===== src/rtl/vpb_pkg.sv =====
package vpb_pkg;

  // Decoded events handed from the control decoder to the datapath.
  typedef struct packed {
    logic latchOfs;   // frame start: capture scroll offsets
    logic issueReq;   // visible line, burst-request count reached
    logic issueWr;    // visible line, write-phase count reached
  } vpbStrobes_t;

endpackage


===== src/rtl/vpbControl.sv =====
module vpbControl
  import vpb_pkg::*;
#(
  parameter int HC_W    = 10,
  parameter int VC_W    = 10,
  parameter int REQ_H   = 142,
  parameter int WR_H    = 781,
  parameter int V_FIRST = 31,
  parameter int V_LAST  = 510
) (
  input  logic [HC_W-1:0] hCount,
  input  logic [VC_W-1:0] vCount,
  output vpbStrobes_t     stb
);

  localparam logic [HC_W-1:0] REQ_H_C   = HC_W'(REQ_H);
  localparam logic [HC_W-1:0] WR_H_C    = HC_W'(WR_H);
  localparam logic [VC_W-1:0] V_FIRST_C = VC_W'(V_FIRST);
  localparam logic [VC_W-1:0] V_LAST_C  = VC_W'(V_LAST);

  logic visLine;
  logic frameTop;

  always_comb begin
    visLine  = (vCount >= V_FIRST_C) && (vCount <= V_LAST_C);
    frameTop = (vCount == '0) && (hCount == '0);
    stb.latchOfs = frameTop;
    stb.issueReq = visLine && (hCount == REQ_H_C);
    stb.issueWr  = visLine && (hCount == WR_H_C);
  end

endmodule


===== src/rtl/vpbDatapath.sv =====
module vpbDatapath
  import vpb_pkg::*;
#(
  parameter int VC_W     = 10,
  parameter int OFS_W    = 6,
  parameter int COL_W    = 10,
  parameter int ROW_W    = 13,
  parameter int V_FIRST  = 31,
  parameter int SCROLL_M = 16,
  parameter int ENTRY_M  = 16,
  parameter int COL_BASE = 0,
  parameter int ROW_BASE = 0
) (
  input  logic             clk,
  input  logic             rstN,
  input  vpbStrobes_t      stb,
  input  logic [VC_W-1:0]  vCount,
  input  logic [OFS_W-1:0] xOfs,
  input  logic [OFS_W-1:0] yOfs,
  output logic             burstReq,
  output logic             writeStart,
  output logic [COL_W-1:0] colAddr,
  output logic [ROW_W-1:0] rowAddr
);

  localparam int LEAD    = SCROLL_M + ENTRY_M;
  localparam int MAX_OFS = 2 * SCROLL_M;
  localparam logic [COL_W-1:0] COL_ORIGIN = COL_W'((COL_BASE + LEAD) % (2 ** COL_W));
  localparam logic [ROW_W-1:0] ROW_ORIGIN = ROW_W'(ROW_BASE + LEAD);
  localparam logic [OFS_W-1:0] OFS_CAP    = OFS_W'(MAX_OFS);
  localparam logic [VC_W-1:0]  V_FIRST_C  = VC_W'(V_FIRST);

  logic [OFS_W-1:0] xLat, yLat;
  logic [VC_W-1:0]  lineIdx;
  logic [COL_W-1:0] colNext;
  logic [ROW_W-1:0] rowNext;

  function automatic logic [OFS_W-1:0] clampOfs(input logic [OFS_W-1:0] raw);
    return (raw > OFS_CAP) ? OFS_CAP : raw;
  endfunction

  // Column truncates to COL_W bits: that is the page wrap.
  always_comb begin
    lineIdx = vCount - V_FIRST_C;
    colNext = COL_ORIGIN + {{(COL_W-OFS_W){1'b0}}, xLat};
    rowNext = ROW_ORIGIN + {{(ROW_W-OFS_W){1'b0}}, yLat}
                         + {{(ROW_W-VC_W){1'b0}}, lineIdx};
  end

  always_ff @(posedge clk) begin
    if (!rstN) begin
      xLat       <= '0;
      yLat       <= '0;
      burstReq   <= 1'b0;
      writeStart <= 1'b0;
      colAddr    <= '0;
      rowAddr    <= '0;
    end else begin
      if (stb.latchOfs) begin
        xLat <= clampOfs(xOfs);
        yLat <= clampOfs(yOfs);
      end
      burstReq   <= stb.issueReq;
      writeStart <= stb.issueWr;
      if (stb.issueReq) begin
        colAddr <= colNext;
        rowAddr <= rowNext;
      end
    end
  end

endmodule


===== src/rtl/vpBurstAddr.sv =====
module vpBurstAddr
  import vpb_pkg::*;
#(
  parameter int H_TOTAL    = 800,
  parameter int V_TOTAL    = 521,
  parameter int REQ_H      = 142,
  parameter int WR_H       = 781,
  parameter int V_FIRST    = 31,
  parameter int V_LAST     = 510,
  parameter int PAGE_WORDS = 1024,
  parameter int SCROLL_M   = 16,
  parameter int ENTRY_M    = 16,
  parameter int OFS_W      = 6,
  parameter int ROW_W      = 13,
  parameter int COL_BASE   = 0,
  parameter int ROW_BASE   = 0,
  localparam int HC_W      = $clog2(H_TOTAL),
  localparam int VC_W      = $clog2(V_TOTAL),
  localparam int COL_W     = $clog2(PAGE_WORDS)
) (
  input  logic             clk,
  input  logic             rstN,
  input  logic [HC_W-1:0]  hCount,
  input  logic [VC_W-1:0]  vCount,
  input  logic [OFS_W-1:0] xOfs,
  input  logic [OFS_W-1:0] yOfs,
  output logic             burstReq,
  output logic             writeStart,
  output logic [COL_W-1:0] colAddr,
  output logic [ROW_W-1:0] rowAddr
);

  vpbStrobes_t stb;

  vpbControl #(
    .HC_W(HC_W), .VC_W(VC_W), .REQ_H(REQ_H), .WR_H(WR_H),
    .V_FIRST(V_FIRST), .V_LAST(V_LAST)
  ) u_ctl (
    .hCount(hCount), .vCount(vCount), .stb(stb)
  );

  vpbDatapath #(
    .VC_W(VC_W), .OFS_W(OFS_W), .COL_W(COL_W), .ROW_W(ROW_W),
    .V_FIRST(V_FIRST), .SCROLL_M(SCROLL_M), .ENTRY_M(ENTRY_M),
    .COL_BASE(COL_BASE), .ROW_BASE(ROW_BASE)
  ) u_dp (
    .clk(clk), .rstN(rstN), .stb(stb), .vCount(vCount),
    .xOfs(xOfs), .yOfs(yOfs),
    .burstReq(burstReq), .writeStart(writeStart),
    .colAddr(colAddr), .rowAddr(rowAddr)
  );

endmodule


===== config.mk =====
export PLATFORM = sky130hd
export DESIGN_NAME = vpBurstAddr
export DESIGN_NICKNAME = d
export VERILOG_FILES = /design/src/rtl/vpb_pkg.sv /design/src/rtl/vpbControl.sv /design/src/rtl/vpbDatapath.sv /design/src/rtl/vpBurstAddr.sv
export SDC_FILE = /design/constraint.sdc
export NUM_CORES = 1
export LEC_CHECK = 0
export CORE_MARGIN = 3
export CORE_UTILIZATION = 42
export CTS_CLUSTER_SIZE = 20
export DETAILED_ROUTE_END_ITERATION = 10
export PLACE_DENSITY = 0.75
export SETUP_SLACK_MARGIN = 0.4
export SYNTH_ARGS = -nofsm -noshare
export SYNTH_HDL_FRONTEND = slang
export SYNTH_HIERARCHICAL = 1
export SYNTH_SLANG_ARGS = --single-unit

===== constraint.sdc =====
create_clock -name clk -period 2.5 [get_ports clk]
set_input_delay 0.5 -clock clk [delete_from_list [all_inputs] [get_ports clk]]
set_output_delay 0.5 -clock clk [all_outputs]
set_load 0.02 [all_outputs]

Word level (Yosys, flattened, before mapping)
Cells that the tools add are included.

storage, ports and cells
  output and inout bits = 25
  flip-flop bits (word level) = 37
  input port bits = 34
  word-level logic and storage cells = 24

cells by class
  multiplexer cells = 2
  order comparisons = 4
  equal/unequal tests = 2
  reduce and logical (&&, ||, !) cells = 6
  add/subtract/negate cells = 4

operators with widths
  operator                                                             number
  logical NOT 10 bit                                                   2
  adder 6 x 6 -> 7 bit (first input constant)                          2
  adder 13 x 10 -> 13 bit                                              1
  > comparator 6 bit (second input constant)                           2
  2-to-1 mux 6 bit                                                     2
  == test 10 bit (second input constant)                               1
  == test 10 x 8 -> 1 bit (second input constant)                      1
  greater-or-equal comparator 10 x 5 -> 1 bit (second input constant)  1
  <= comparator 10 x 9 -> 1 bit (second input constant)                1
  subtractor 10 x 5 -> 10 bit (second input constant)                  1
  logical AND 1 bit                                                    4

Depth between registers and ports, before layout
  word-level depth = 3
  depth in mapped cells = 11

Hierarchy
The synthesis kept the hierarchy.

modules (own cells, without submodules)
  module       cells each  times used  area each (um^2)
  vpbDatapath  198         1           1808.0
  vpbControl   21          1           150.1

Worst setup path after synthesis
OpenSTA, ideal clock, no wires.

  kind = input to register
  start = in vCount[0]
  end = reg u_dp.rowAddr[9]
  library setup time = 0.087 ns
  cell stages on the path = 10
  required time = 2.413 ns
  data arrival time = 2.531 ns
  path slack = -0.118 ns
  path through = ha_1 ha_1 ha_1 inv_1 fa_1 nor2b_1 o2111a_1 a2111oi_2 nor4_1 o31ai_1

on the way
  word-level cells in the longest chain between the ends = 3
  elaborated cells between the ends (all ways) = 6
  classes of those cells = add/sub (2); order compare (2); reduce/logical (2)

RTL lines
  element                                                                          RTL line           source
  start, declared                                                                  vpBurstAddr.sv:24  input logic [VC_W-1:0] vCount,
  parallel branches: the longest is 3 deep, another holds adder 13 x 10 -> 13 bit  --
  end signal, assigned                                                             vpbDatapath.sv:67  rowAddr <= rowNext;
  end, declared                                                                    vpbDatapath.sv:23  output logic [ROW_W-1:0] rowAddr

Parallel ways; which one is timed is not known.
A chain may end at the register's enable or synchronous reset.

Worst setup path in the final report
  start = in vCount[1]
  end = reg u_dp.rowAddr[9]

Same word-level chain as after synthesis.

==> impl_results.md <==
* Metal1 wirelength at between 2 and 3 mm
* Synthesized area at between 1500 and 2000 um^2
* Met3 Wirelength at ~190 um
* Via density at around 5.2
* Sw Ratio at 24.8%
* Yosys reg bits at 32
* Crit path capture type: register
* Final WL at 5.84 mm
* Worst Hold Class: reg2reg
* Clock sinks at 32
* First-pass GRT wire length at 8.40 mm
* I/O Buffers at 53
* Place WS at -0.836 ns
* Top Layer Used: met4
* Clk slew on worst S/H paths at 0.06 ns
* Cells after synthesis at 219
* # fillers at 294
* Detailed Route Iter0 Violations at 61
* ANT cells at 0
* Synth Flop Type: dfxtp_1
* CTS tree: yes
* Commonest cells post-synth: dfxtp_1 (32), inv_1 (19), nor2b_1 (18)
* Max Buffers Root-to-Sink at 2
* CP Data Required Time at 2.70 ns
* Top post-synthesis cells by area: dfxtp_1 (33%), ha_1 (8.3%), mux2i_1 (6.6%)
* Total core area at 4410 um^2
* Final hold vios at 0
* Crit path max fanout at 4
* Pin count of the biggest net entering global routing at 34
* Sw Pwr at 0.302 mW
* Die Ht at 74.3 um
* WP data arrival at 2.65 ns
* Die area at 5520 um^2
* H-tree depth at 2
* Yosys warnings at 6
* DR vias at 1979
* Clock share of power at 35.0%
* Max Slew Vio Count at 0
* Max frequency at between 0.4 and 0.5 GHz
* Number of global-route vias before repair at 1833
* # setup viols final at 0
* Post-DP HPWL at 3.60 mm
* Max-cap violation count at 0
* Count leader, synth: dfxtp_1
* WS Path Type: in2reg
* PwrDens at 354 nW/um^2
* Clk Latency, worst-skew pair at 0.28 ns
* Starting density of the core at between 40% and 50%
* Logic pwr share at 23.1%
* Total gr overflow at 0
* WL/cell at around 15 um
* GRT Total Usage at roughly 20%
* Post-synth top area cell: dfxtp_1
* Syn-to-layout area delta at 75.5%
* Post-synthesis cell type count at 50
* Layout cells sized above 1 at 36.5%
* # DRC at 0
* RSZ-0062 raised after global routing: true
* Sequential fraction of design power at 41.9%
* Leak Pwr at 1.42 nW
* Placed Area at 2920 um^2
* Placer congestion estimate at 0.886
* Final period util at 97.9%
* Status: finished clean
* Seq/Total Area, Yosys at ~33%
* Final nets at 374
* Final WS setup at 0.0519 ns
* Post-Synthesis Mean Instance Area at slightly below 9 um^2
* ANT nets after route at 0
* Drt first pass iters at 4
* CTS Hold Bufs at 0
* Non-Filler Cell Area, Final at 3440 um^2
* Post-synth EDFFs at 0
* Clock Skews at 0.00218 ns
* Die Span X at 74.3 um
* Final min period at 2.45 ns
* IO Count at 59
* Placement Rows at 24
* Area of the multi-input gates at 1470 um^2
* Total power draw at 1.22 mW
* Met2 routed WL at slightly above 3 mm
* Initial antenna violation count at 0
* Cell internal pwr at 0.915 mW
* Post-synth ARST share at 0%
* Root buffer cell: clkbuf_8
* Seq. cell area at about 640 um^2
* Peak VDD IR at around 0.32 mV
* Yosys top cell area share at between 30% and 40%
* Num CTS Buffers at 5
* CP startpoint kind: input port
power groups by stage:
stage,clock (mW),combinational (mW),sequential [mW]
floorplan,0,0.103,0.521
global placement,0,0.232,0.521
detailed placement,0,0.236,0.521
CTS,0.429,0.256,0.510
global route,0.455,0.301,0.510
finish,0.426,0.281,0.510
cell families (layout without fill, tap and decap cells):
group / after synthesis / count (layout) / share of synthesized area (%)
AO/OA/AOI/OAI: 35 / 35 / 14.1
adder cells (fa/ha/maj): 14 / 14 / 9.33
buffers and inverters: 33 / 136 / 7.48
multiplexers: 13 / 13 / 6.65
flip-flops: 32 / 32 / 32.7
XOR/XNOR: 11 / 11 / 4.92
AND/OR/NAND/NOR: 80 / 80 / 24.6
other: 1 / 5 / 0.192
flip-flops by register name, indices dropped and copies added (netlist names):
signal and flops:
u_dp/burstReq 1, u_dp/colAddr 7, u_dp/rowAddr 11, u_dp/writeStart 1, u_dp/xLat 6, u_dp/yLat 6
final cells by class:
class	instances	area share, %
inverter	19	2.08
multi-input combinational	158	42.7
clock buffer	7	2.80
sequential	32	18.6
tap	52	1.89
timing repair buffer	110	31.9
layer usage:
layer	vias up	GRT usage, %
met3	4	4.86
li1	975	-
met4	0	4.74
met2	46	34.7
met5	-	0
met1	954	24.1
path summary, 6_finish.rpt:
path,cells after the start,slack (ns),endpoint,start
hold / removal,1,0.49,u_dp/rowAddr[2],u_dp/rowAddr[2]
setup / recovery,11,0.05,u_dp/rowAddr[9],vCount[1]
hold reg to reg,1,0.49,u_dp/rowAddr[2],u_dp/rowAddr[2]
setup reg to reg,9,0.27,u_dp/rowAddr[9],u_dp/yLat[1]
critical path, stage by stage:
cell,delay (ns)
buf_8,0.11
ha_4,0.24
ha_4,0.26
ha_4,0.12
inv_2,0.04
fa_2,0.41
nor2b_4,0.14
o2111a_1,0.26
a2111oi_4,0.06
o31a_1,0.32
o31ai_2,0.18
cell usage in the layout (no fill, tap or decap), types with 5 or more instances in the layout:
cell type	n
clkbuf_8	7
ha_1	6
nand3b_1	5
nor2b_1	17
mux2i_1	13
ha_4	7
dlymetal6s2s_1	8
o22ai_1	8
nand2_1	11
dfxtp_1	32
conb_1	5
buf_4	43
buf_6	9
inv_1	16
and2_1	11
clkdlybuf4s50_1	35
nand3_1	6
through the flow:
stage               TNS [ns]  hold WS, ns  std cells  util, %
floorplan                  0        0.483        223        -
global placement       -8.78        0.461        353     66.0
detailed placement     -9.43        0.469        353     66.0
CTS                        0        0.483        370     72.8
global route         -0.0506        0.520        378     77.8
finish                     0        0.488        378     77.8
repair_timing:
action	in CTS	in global routing
gates cloned	2	1
pin swaps	27	37
gates resized for setup	60	49
setup endpoints to repair	31	30
buffers inserted	8	7
Power figures use the tool's default switching activity.
